==> src/rtl/mrd_pkg.sv <==
package mrd_pkg;

  typedef enum logic [1:0] {
    PH_FETCH = 2'd0,
    PH_DEFER = 2'd1,
    PH_EXEC  = 2'd2,
    PH_IDLE  = 2'd3
  } phase_e;

  localparam int NOPS   = 10;
  localparam int OP_LAC = 0;
  localparam int OP_DAC = 1;
  localparam int OP_ADD = 2;
  localparam int OP_SUB = 3;
  localparam int OP_JMP = 4;
  localparam int OP_ISZ = 5;
  localparam int OP_LAW = 6;
  localparam int OP_ASZ = 7;
  localparam int OP_HLT = 8;
  localparam int OP_CAL = 9;

  localparam logic [2:0] MJ_JMP = 3'd1;
  localparam logic [2:0] MJ_DAC = 3'd2;
  localparam logic [2:0] MJ_ISZ = 3'd3;
  localparam logic [2:0] MJ_LD  = 3'd6;
  localparam logic [2:0] MJ_SUB = 3'd7;

  localparam logic [15:0] WORD_HLT = 16'o000000;
  localparam logic [15:0] WORD_ASZ = 16'o002001;
  localparam logic [15:0] WORD_CAL = 16'o100011;

endpackage

==> src/rtl/mrd_field_decode.sv <==
module mrd_field_decode
  import mrd_pkg::*;
#(
  parameter int WORD_W = 16
) (
  input  logic [WORD_W-1:0] instr,
  output logic [NOPS-1:0]   op_hit,
  output logic              is_memref,
  output logic              indirect,
  output logic              bad_pat,
  output logic [WORD_W-1:0] imm_raw
);
  localparam int IND_B  = WORD_W - 1;
  localparam int MJ_HI  = WORD_W - 2;
  localparam int MJ_LO  = WORD_W - 4;
  localparam int MIN_B  = WORD_W - 5;
  localparam int IMM_W  = WORD_W - 5;

  logic [2:0] major;
  logic       minor;

  assign major    = instr[MJ_HI:MJ_LO];
  assign minor    = instr[MIN_B];
  assign indirect = instr[IND_B];
  assign imm_raw  = {{(WORD_W-IMM_W){1'b0}}, instr[IMM_W-1:0]};

  always_comb begin
    op_hit    = '0;
    is_memref = 1'b0;
    bad_pat   = 1'b0;
    case (major)
      MJ_JMP: begin op_hit[OP_JMP] = 1'b1; is_memref = 1'b1; end
      MJ_DAC: begin op_hit[OP_DAC] = 1'b1; is_memref = 1'b1; end
      MJ_ISZ: begin op_hit[OP_ISZ] = 1'b1; is_memref = 1'b1; end
      MJ_SUB: begin op_hit[OP_SUB] = 1'b1; is_memref = 1'b1; end
      MJ_LD: begin
        is_memref = 1'b1;
        if (minor) op_hit[OP_ADD] = 1'b1;
        else       op_hit[OP_LAC] = 1'b1;
      end
      3'd0: begin
        if (minor) begin
          if (!indirect) op_hit[OP_LAW] = 1'b1;
          else           bad_pat = 1'b1;
        end else if (instr == WORD_W'(WORD_HLT)) begin
          op_hit[OP_HLT] = 1'b1;
        end else if (instr == WORD_W'(WORD_ASZ)) begin
          op_hit[OP_ASZ] = 1'b1;
        end else if (instr == WORD_W'(WORD_CAL)) begin
          op_hit[OP_CAL] = 1'b1;
        end else begin
          bad_pat = 1'b1;
        end
      end
      default: bad_pat = 1'b1;
    endcase
  end

endmodule

==> src/rtl/mrd_incr_gate.sv <==
module mrd_incr_gate
  import mrd_pkg::*;
#(
  parameter int WORD_W     = 16,
  parameter int AUTO_BASE  = 8,
  parameter int AUTO_COUNT = 8
) (
  input  logic [1:0]        phase,
  input  logic              isz_hit,
  input  logic              is_memref,
  input  logic              indirect,
  input  logic [WORD_W-1:0] ptr_addr,
  output logic              inc_req
);
  localparam int              LOG_N  = $clog2(AUTO_COUNT);
  localparam logic [WORD_W-1:0] BASE_V = WORD_W'(AUTO_BASE);
  localparam logic [WORD_W-1:0] LAST_V = WORD_W'(AUTO_BASE + AUTO_COUNT - 1);
  localparam bool_aligned = ((AUTO_COUNT & (AUTO_COUNT - 1)) == 0) &&
                            ((AUTO_BASE % AUTO_COUNT) == 0) && (LOG_N > 0);

  logic in_window;

  generate
    if (bool_aligned) begin : g_mask
      assign in_window = (ptr_addr[WORD_W-1:LOG_N] == BASE_V[WORD_W-1:LOG_N]);
    end else begin : g_range
      assign in_window = (ptr_addr >= BASE_V) && (ptr_addr <= LAST_V);
    end
  endgenerate

  logic from_exec;
  logic from_defer;

  assign from_exec  = (phase == PH_EXEC) && isz_hit;
  assign from_defer = (phase == PH_DEFER) && is_memref && indirect && in_window;
  assign inc_req    = from_exec || from_defer;

endmodule

==> src/rtl/mrd_out_reg.sv <==
module mrd_out_reg
  import mrd_pkg::*;
#(
  parameter int WORD_W = 16
) (
  input  logic              clk,
  input  logic              rst,
  input  logic [NOPS-1:0]   stb_d,
  input  logic              inc_d,
  input  logic              skip_d,
  input  logic              ill_d,
  input  logic [WORD_W-1:0] imm_d,
  output logic [NOPS-1:0]   stb_q,
  output logic              inc_q,
  output logic              skip_q,
  output logic              ill_q,
  output logic [WORD_W-1:0] imm_q
);
  always_ff @(posedge clk) begin
    if (rst) begin
      stb_q  <= '0;
      inc_q  <= 1'b0;
      skip_q <= 1'b0;
      ill_q  <= 1'b0;
      imm_q  <= '0;
    end else begin
      stb_q  <= stb_d;
      inc_q  <= inc_d;
      skip_q <= skip_d;
      ill_q  <= ill_d;
      imm_q  <= imm_d;
    end
  end
endmodule

==> src/rtl/mrd_decode.sv <==
module mrd_decode
  import mrd_pkg::*;
#(
  parameter int WORD_W     = 16,
  parameter int AUTO_BASE  = 8,
  parameter int AUTO_COUNT = 8
) (
  input  logic              clk,
  input  logic              rst,
  input  logic [WORD_W-1:0] instr_i,
  input  logic [1:0]        phase_i,
  input  logic [WORD_W-1:0] ptr_addr_i,
  input  logic [WORD_W-1:0] mem_word_i,
  input  logic              acc_zero_i,
  output logic [NOPS-1:0]   exec_stb_o,
  output logic              mb_inc_req_o,
  output logic              skip_o,
  output logic              illegal_o,
  output logic [WORD_W-1:0] imm_o
);
  logic [NOPS-1:0]   op_hit;
  logic              is_memref;
  logic              indirect;
  logic              bad_pat;
  logic [WORD_W-1:0] imm_raw;
  logic              inc_d;
  logic              in_exec;
  logic              wraps;
  logic [NOPS-1:0]   stb_d;
  logic              skip_d;
  logic              ill_d;
  logic [WORD_W-1:0] imm_d;

  mrd_field_decode #(.WORD_W(WORD_W)) u_fdec (
    .instr     (instr_i),
    .op_hit    (op_hit),
    .is_memref (is_memref),
    .indirect  (indirect),
    .bad_pat   (bad_pat),
    .imm_raw   (imm_raw)
  );

  mrd_incr_gate #(
    .WORD_W     (WORD_W),
    .AUTO_BASE  (AUTO_BASE),
    .AUTO_COUNT (AUTO_COUNT)
  ) u_incg (
    .phase     (phase_i),
    .isz_hit   (op_hit[OP_ISZ]),
    .is_memref (is_memref),
    .indirect  (indirect),
    .ptr_addr  (ptr_addr_i),
    .inc_req   (inc_d)
  );

  assign in_exec = (phase_i == PH_EXEC);
  assign wraps   = &mem_word_i;
  assign stb_d   = in_exec ? op_hit : '0;
  assign ill_d   = in_exec && bad_pat;
  assign skip_d  = in_exec && ((op_hit[OP_ISZ] && wraps) ||
                               (op_hit[OP_ASZ] && acc_zero_i));
  assign imm_d   = (in_exec && op_hit[OP_LAW]) ? imm_raw : '0;

  mrd_out_reg #(.WORD_W(WORD_W)) u_oreg (
    .clk    (clk),
    .rst    (rst),
    .stb_d  (stb_d),
    .inc_d  (inc_d),
    .skip_d (skip_d),
    .ill_d  (ill_d),
    .imm_d  (imm_d),
    .stb_q  (exec_stb_o),
    .inc_q  (mb_inc_req_o),
    .skip_q (skip_o),
    .ill_q  (illegal_o),
    .imm_q  (imm_o)
  );

endmodule

==> config.mk <==
export PLATFORM = sky130hd
export DESIGN_NAME = mrd_decode
export DESIGN_NICKNAME = d
export VERILOG_FILES = /design/src/rtl/mrd_pkg.sv /design/src/rtl/mrd_field_decode.sv /design/src/rtl/mrd_incr_gate.sv /design/src/rtl/mrd_out_reg.sv /design/src/rtl/mrd_decode.sv
export SDC_FILE = /design/constraint.sdc
export NUM_CORES = 1
export LEC_CHECK = 0
export ABC_AREA = 1
export BUFFER_PORTS_ARGS = -buffer_cell sky130_fd_sc_hd__buf_2
export CAP_MARGIN = 25
export CORE_MARGIN = 2
export CORE_UTILIZATION = 40
export DETAILED_ROUTE_END_ITERATION = 10
export GPL_ROUTABILITY_DRIVEN = 0
export GPL_TIMING_DRIVEN = 0
export PLACE_DENSITY_LB_ADDON = 0.2
export SLEW_MARGIN = 10
export SYNTH_ARGS = -nofsm -noshare
export SYNTH_HDL_FRONTEND = slang
export SYNTH_HIERARCHICAL = 1
export SYNTH_SLANG_ARGS = --single-unit
==> constraint.sdc <==
create_clock -name clk -period 2.6 [get_ports clk]
set_input_delay 0 -clock clk [delete_from_list [all_inputs] [get_ports clk]]
set_output_delay 0 -clock clk [all_outputs]
set_load 0.05 [all_outputs]
==> qor_table.md, run 1 <==
| Stage | Parameter | Value |
|:---|:---|:---|
| run status | Result of the run | finished, final reports clean |
| layout | Final-layout fill cell count | 413 |
| floorplan | Area of the die | 4570 sq um |
| layout | Area taken by multi-input logic gates | 612 sq um |
| synth | Sequential-to-total area share from yosys stat | 35.9% |
| synth | Post-Synthesis Cell Area | 1620 sq um |
| place | Number of port buffers | 77 |
| worst setup path | Most frequent cell on the critical path | sky130_fd_sc_hd__inv_1 |
| worst setup path | Worst Setup Path Type | in2reg |
| worst hold path | Worst-case hold path end point | u_oreg/imm_q[10] |
| power and ir drop | Static leakage | 1.19 nW |
| place | Pre-CTS setup slack | 1.39 ns |
| cts | Number of clock sinks | 29 |
| layout | Area delta synth->final | 34.6% |
| cts | CTS resizes | 0 |
| route | Aggregate routed wire length | 3310 um |
| cts | Clock-pin slew reported for the worst setup and hold paths after clock tree synthesis | 0.05 ns |
| sta | Shortest clock period the worst path allows after layout | 0.948 ns |
| worst setup path | Endpoint required time on the critical path | 2.81 ns |
| grt | Overall overflow remaining after global route | 0 |
| floorplan | Die boundary height | 67.6 um |
| layout | Net count reported at finish | 405 |
| synth | Synth warn | 6 |
| worst hold path | Hold Path Class | in2reg |
| grt | Global-route wire length before repair | 5490 um |
| flow run | Number of violations of the max-capacitance limit | 0 |
| cts | Buffer cell driving the clock tree root | sky130_fd_sc_hd__clkbuf_8 |
| worst setup path | Element type at the critical path start | input port |
| floorplan | Placeable core area | 3940 sq um |
| layout | Most common cell after layout, fill and taps aside | sky130_fd_sc_hd__nor2_1 |
| sta | Total negative slack | 0 ns |
| grt | Largest net degree at the start of global routing | 11 |
| sta | Final Cycle Share | 36.4% |
| cts | Clk buf depth | 2 |
| floorplan | Initial Utilization | 41.0% |
| worst hold path | Hold wc startpoint | rst |
| floorplan | Horizontal die dimension | 67.6 um |
| layout | Register area | 581 sq um |
| floorplan | Number of cell rows | 23 |
| synth | Number of library cell types mapped by synthesis | 19 |
| cts | Clock tree from TritonCTS | built |
| place | Estimated wirelength of the detail-placed design | 2660 um |
| sta | Setup ws final | 1.65 ns |
| floorplan | Number of ports placed on the die boundary | 82 |
| cts | Hold_buf cts | 1 |
| synth | Number of cells produced by synthesis | 263 |
| synth | Synthesized area divided by synthesized cell count | 6.15 sq um |
| worst setup path | Slowest cell on the critical path | sky130_fd_sc_hd__nor3_1 |
| cts | H-tree Lvls | 2 |
| synth | Number of synthesized register bits | 29 |
| layout | Ratio of cells with drive above 1 in the final layout | 33.2% |
| power and ir drop | Peak supply drop | 0.178 mV |
| route | Number of DRC violations after detailed routing | 0 |
| route | Drt wl/cell | 8.24 um |
| grt | Initial antenna violation count | 0 |
| layout | Count of antenna diodes in the layout | 0 |
| sta | Unrepaired setup endpoints after global routing | no |
| sta | Max-slew violations | 0 |
| worst setup path | Signal arrival time at the worst endpoint | 1.16 ns |
| layout | Leading cell types in the layout, fill and taps excluded | sky130_fd_sc_hd__nor2_1 (89), sky130_fd_sc_hd__buf_2 (78), sky130_fd_sc_hd__inv_1 (70) |
| route | Remaining antenna violation count | 0 |
| worst setup path | Crit. End Element | flop |
| worst setup path | Chain of cells forming the critical path | buf_2, nor2_2, nand4_1, nor3_1, inv_1, nor3_2, o21bai_1, inv_1, nor2_1 |
| worst setup path | Top fanout value on the critical path | 4 |
| sta | Number of setup violations in the final report | 0 |
| route | Total via count in the routed design | 1,603 |
| sta | Final number of hold-violating endpoints | 0 |
| cts | Post-CTS Setup Inserts | 0 |
| sta | Maximum achievable frequency | 1060 MHz |
| route | Via-to-Cell Ratio | 3.99 |
| route | TritonRoute pass-1 iters | 4 |
| power and ir drop | Total power per unit cell area | 431 nW/um^2 |
| route | Drt initial violations | 40 |
| worst setup path | Slowest stage delay, CP | 0.20 ns |
| cts | Total clock buffers created by CTS | 5 |
| grt | Number of global-route vias before repair | 1,399 |
| grt | Global-route usage over all layers | 16.1% |
| worst hold path | Worst Hold Depth | 2 |
-- critical path, delay by kind of cell --
family	cells	cell delay, ns
AOI/OAI and AO/OA	1	0.12
buffers and inverters	3	0.27
and+or+nand+nor	5	0.76
-- state kept, by name, summed over array words and instances, names as in the netlist --
name           flops
u_oreg/ill_q       1
u_oreg/imm_q      16
u_oreg/inc_q       1
u_oreg/skip_q      1
u_oreg/stb_q      10
-- cells by family after synthesis --
family	Yosys count	share of synthesized area (%)
AND/OR/NAND/NOR	139	35.7
other	1	0.232
buffers and inverters	92	27.2
AO/OA/AOI/OAI	2	0.928
flip-flops	29	35.9
-- per-layer routing --
| layer | track usage, % | part of all wire, % | wire [um] | vias to the layer above |
|---|---|---|---|---|
| li1 | - | - | - | 886 |
| met1 | 17.7 | 43 | 1430 | 656 |
| met2 | 28.2 | 47 | 1550 | 55 |
| met3 | 4.83 | 7.9 | 262 | 6 |
| met4 | 7.65 | 2.0 | 65 | 0 |
| met5 | 0 | 0 | 0 | - |
-- power breakdown --
group | total, mW | switching [mW] | leakage, nW | internal, mW
clock | 0.357 | 0.148 | 0.0443 | 0.209
sequential | 0.447 | 0.000390 | 0.234 | 0.446
combinational | 0.133 | 0.0687 | 0.907 | 0.0648
-- area by class of cell --
class | count | share of cell area (%)
Buffer | 22 | 8.16
Timing Repair Buffer | 78 | 18.2
Sequential cell | 29 | 26.7
Clock buffer | 7 | 3.97
Multi-Input combinational cell | 146 | 28.1
Inverter | 70 | 12.1
Tap cell | 50 | 2.87
-- worst max path at each step --
| stage | slack (ns) | end | startpoint |
|---|---|---|---|
| after floorplan | 1.73 | u_oreg/skip_q | instr_i[2] |
| after global placement | 1.39 | u_oreg/skip_q | instr_i[1] |
| after detailed placement | 1.39 | u_oreg/skip_q | instr_i[2] |
| after CTS | 1.67 | u_oreg/skip_q | instr_i[1] |
| after global routing | 1.48 | u_oreg/skip_q | instr_i[2] |
| final | 1.65 | u_oreg/skip_q | instr_i[1] |
-- per-stage QoR --
stage | power, mW | hold slack [ns] | cells | cell area (sq um) | util (%)
2_1_floorplan | 0.533 | 0.193 | 267 | 1630 | -
3_3_place_gp | 0.586 | 0.231 | 394 | 2080 | 52.8
3_5_place_dp | 0.588 | 0.234 | 394 | 2080 | 52.8
4_1_cts | 0.956 | 0.0127 | 402 | 2180 | 55.2
5_1_grt | 0.985 | 0.0382 | 402 | 2180 | 55.2
6_report | 0.938 | 0.0219 | 402 | 2180 | 55.2
-- synth_stat cells --
library cell	n	area, sq um
sky130_fd_sc_hd__conb_1	1	3.75
sky130_fd_sc_hd__o21bai_1	1	7.51
sky130_fd_sc_hd__buf_2	1	5.00
sky130_fd_sc_hd__nand2_1	29	109
sky130_fd_sc_hd__nor2_4	1	11.3
sky130_fd_sc_hd__o211ai_1	1	7.51
sky130_fd_sc_hd__dfxtp_1	29	581
sky130_fd_sc_hd__nand2_2	4	25.0
sky130_fd_sc_hd__nand3_1	4	20.0
sky130_fd_sc_hd__nor2_1	89	334
sky130_fd_sc_hd__nand4_1	1	6.26
sky130_fd_sc_hd__buf_4	17	128
sky130_fd_sc_hd__buf_6	4	45.0
sky130_fd_sc_hd__nand3_2	1	10.0
sky130_fd_sc_hd__nor3_2	1	10.0
sky130_fd_sc_hd__nor4_1	1	6.26
sky130_fd_sc_hd__nor3_1	3	15.0
sky130_fd_sc_hd__inv_1	70	263
sky130_fd_sc_hd__nor2_2	5	31.3
Power figures use the tool's default switching activity.
==> run 2: changes to the inputs <==
Clock period 2.6 ns to 0.8 ns, I/O delays scaled along.
==> qor_table.md, run 2 (same netlist as run 1, synthesis figures left out) <==
| Stage | Parameter | Value | Change |
|:---|:---|:---|:---|
| worst setup path | Termination of the worst setup path | u_oreg/ill_q |  |
| power and ir drop | Internal Dissipation | 2.30 mW | +220% |
| power and ir drop | Clock network fraction of design power | 36.9% | -1.2 points |
| route | Via-to-Cell Ratio | 3.99 | about the same |
| worst setup path | Startpoint of the most critical setup path | instr_i[12] |  |
| layout | Most common cell after layout, fill and taps aside | sky130_fd_sc_hd__nor2_1 |  |
| route | Drt initial violations | 62 | +55% |
| place | Estimated wirelength of the detail-placed design | 2590 um | -3.0% |
| layout | Net count reported at finish | 410 | +1.2% |
| worst setup path | Endpoint required time on the critical path | 0.98 ns | -1.83 ns |
| place | Number of port buffers | 77 | unchanged |
| power and ir drop | Combinational cell fraction of total power | 16.3% | +2.1 points |
| worst setup path | Element type at the critical path start | input port |  |
| floorplan | Die boundary height | 67.6 um | unchanged |
| layout | Count of antenna diodes in the layout | 0 | unchanged |
| worst setup path | Most frequent cell on the critical path | sky130_fd_sc_hd__nor2_1 |  |
| grt | Global-route wire length before repair | 5270 um | -3.9% |
| route | Drt wl/cell | 8.65 um | +5.1% |
| layout | Final-layout fill cell count | 364 | -12% |
| power and ir drop | Peak supply drop | 0.685 mV | +280% |
| layout | Flip-flop count of the largest register, all copies and words added | 16 | unchanged |
| worst setup path | Critical path's top delay family | simple AND/OR/NAND/NOR gates |  |
| cts | Clock tree from TritonCTS | built |  |
| sta | Unrepaired setup endpoints after global routing | yes |  |
| sta | Total negative slack | 0 ns | unchanged |
| worst setup path | Top fanout value on the critical path | 5 | +1 |
| grt | Number of global-route vias before repair | 1,295 | -7.4% |
| power and ir drop | Total power per unit cell area | 1240 nW/um^2 | +190% |
| worst hold path | Hold Path Class | in2reg |  |
| layout | Ratio of cells with drive above 1 in the final layout | 38.8% | +5.6 points |
| layout | Reg with most FFs | u_oreg/imm_q |  |
| sta | Max-slew violations | 0 | unchanged |
| layout | Leading cell types in the layout, fill and taps excluded | sky130_fd_sc_hd__nor2_1 (83), sky130_fd_sc_hd__inv_1 (68), sky130_fd_sc_hd__buf_2 (45) |  |
| grt | Initial antenna violation count | 0 | unchanged |
| route | Number of DRC violations after detailed routing | 0 | unchanged |
| grt | Largest net degree at the start of global routing | 11 | unchanged |
| route | Remaining antenna violation count | 0 | unchanged |
| grt | Global-route usage over all layers | 15.6% | -0.56 points |
| flow run | Number of violations of the max-capacitance limit | 0 | unchanged |
| worst setup path | Number of buffer and inverter stages on the critical path | 4 | +1 |
| route | TritonRoute pass-1 iters | 4 | unchanged |
| power and ir drop | Overall power | 3.10 mW | +230% |
| layout | Number of cells in the finished layout apart from fillers | 408 | +1.5% |
| route | Aggregate routed wire length | 3530 um | +6.6% |
| floorplan | Horizontal die dimension | 67.6 um | unchanged |
| worst setup path | Slowest stage delay, CP | 0.15 ns | -0.05 ns |
| cts | Clock-pin slew reported for the worst setup and hold paths after clock tree synthesis | 0.06 ns | about the same |
| layout | Post-route design area | 2500 sq um | +15% |
| floorplan | Placeable core area | 3940 sq um | unchanged |
| cts | Total clock buffers created by CTS | 5 | unchanged |
| floorplan | Area of the die | 4570 sq um | unchanged |
| run status | Result of the run | finished, final reports clean |  |
| worst setup path | Worst Setup Path Type | in2reg |  |
| place | Placed Instances | 394 | unchanged |
| sta | Worst hold slack across all endpoints | 0.0167 ns | -0.00522 ns |
| power and ir drop | Relative contribution of sequential cells to total power | 46.8% | -0.8 points |
| power and ir drop | Net switching share of the total power | 25.8% | +2.6 points |
| sta | Maximum achievable frequency | 1260 MHz |  |
| floorplan | Number of cell rows | 23 | unchanged |
| sta | Final Cycle Share | 98.9% |  |
| cts | Clk buf depth | 2 | unchanged |
| layout | Area delta synth->final | 54.6% |  |
| cts | Number of clock sinks | 29 | unchanged |
| layout | Largest registers ranked by flip-flop count | u_oreg/imm_q: 16 flops, u_oreg/stb_q: 10 flops |  |
| worst setup path | Signal arrival time at the worst endpoint | 0.97 ns | -0.19 ns |
| sta | Shortest clock period the worst path allows after layout | 0.791 ns |  |
| worst hold path | Worst Hold Depth | 2 | unchanged |
| power and ir drop | Static leakage | 1.26 nW | +6.1% |
| place | Post-detailed-placement cell area | 2120 sq um | +1.8% |
| floorplan | Initial Utilization | 41.0% | unchanged |
| route | Total via count in the routed design | 1,626 | +1.4% |
| power and ir drop | Power spent charging and discharging nets | 0.801 mW | +270% |
| sta | Final number of hold-violating endpoints | 0 | unchanged |
| cts | Buffer cell driving the clock tree root | sky130_fd_sc_hd__clkbuf_8 |  |
| cts | H-tree Lvls | 2 | unchanged |
| worst setup path | Total stage count of the critical path | 14 | +5 |
| worst setup path | Slowest cell on the critical path | sky130_fd_sc_hd__nor2_4 |  |
| worst setup path | Crit. End Element | flop |  |
| grt | Overall overflow remaining after global route | 0 | unchanged |
| floorplan | Number of ports placed on the die boundary | 82 | unchanged |
| worst setup path | Chain of cells forming the critical path | buf_8, nor2_4, buf_6, nand2_2, nor2_1, nand2_1, nand2_1, nor2_1, nor2_1, nor2_1, inv_1, nor2_1, inv_1, nor2_1 |  |
| sta | Number of setup violations in the final report | 0 | unchanged |
==> run 2: cell count changes in the layout (fill, tap and decap cells not counted), moves of 3 or more <==
cell / before / now
sky130_fd_sc_hd__buf_2: 78 / 45
sky130_fd_sc_hd__buf_4: 17 / 28
sky130_fd_sc_hd__buf_6: 4 / 30
sky130_fd_sc_hd__dfxtp_1: 29 / 26
sky130_fd_sc_hd__dfxtp_2: 0 / 3
sky130_fd_sc_hd__nor2_1: 89 / 83
sky130_fd_sc_hd__nor2_4: 1 / 8
==> run 2: power by group through the flow <==
stage | combinational (mW) | clock, mW | sequential [mW]
final | 0.506 | 1.14 | 1.45
after global routing | 0.566 | 1.24 | 1.45
after CTS | 0.460 | 1.18 | 1.45
after detailed placement | 0.446 | 0 | 1.48
after global placement | 0.440 | 0 | 1.48
after floorplan | 0.237 | 0 | 1.50
==> run 2: layout make-up <==
class                   instances  area (sq um)  share of cell area (%)
clock inverters                 2          10.0                   0.400
well taps                      50          62.6                    2.50
flip-flops and latches         29           584                    23.4
clock buffers                   6          72.6                    2.90
multi-input cells             146           701                    28.0
inverters                      70           273                    10.9
repair buffers                 83           621                    24.8
plain buffers                  22           178                    7.10
==> run 2: worst min path at each step <==
stage,startpoint,slack (ns),end
floorplan,rst,0.19,u_oreg/skip_q
global placement,rst,0.22,u_oreg/skip_q
detailed placement,rst,0.22,u_oreg/skip_q
CTS,rst,0.02,u_oreg/imm_q[7]
global route,rst,0.03,u_oreg/imm_q[8]
finish,rst,0.02,u_oreg/imm_q[10]
==> run 2: per-layer routing <==
metal	track usage [%]	up-vias	wire length, um
li1	-	898	-
met4	6.12	0	41
met5	0	-	0
met1	16.2	674	1460
met2	28.2	49	1820
met3	5.67	5	205
==> run 2: through the flow <==
stage | util, % | setup WS [ns]
floorplan | - | -0.0193
global placement | 53.7 | -0.358
detailed placement | 53.7 | -0.365
CTS | 58.9 | 0.00201
global route | 63.4 | -0.110
finish | 63.4 | 0.00879
==> run 2: repair_timing <==
action,4_1_cts,5_1_grt
setup endpoints to repair,37,35
endpoints found under the hold margin,8,0
resized for setup,35,44
buffers inserted,2,3
hold buffers,1,0
pin swaps,2,12
cloned,0,0
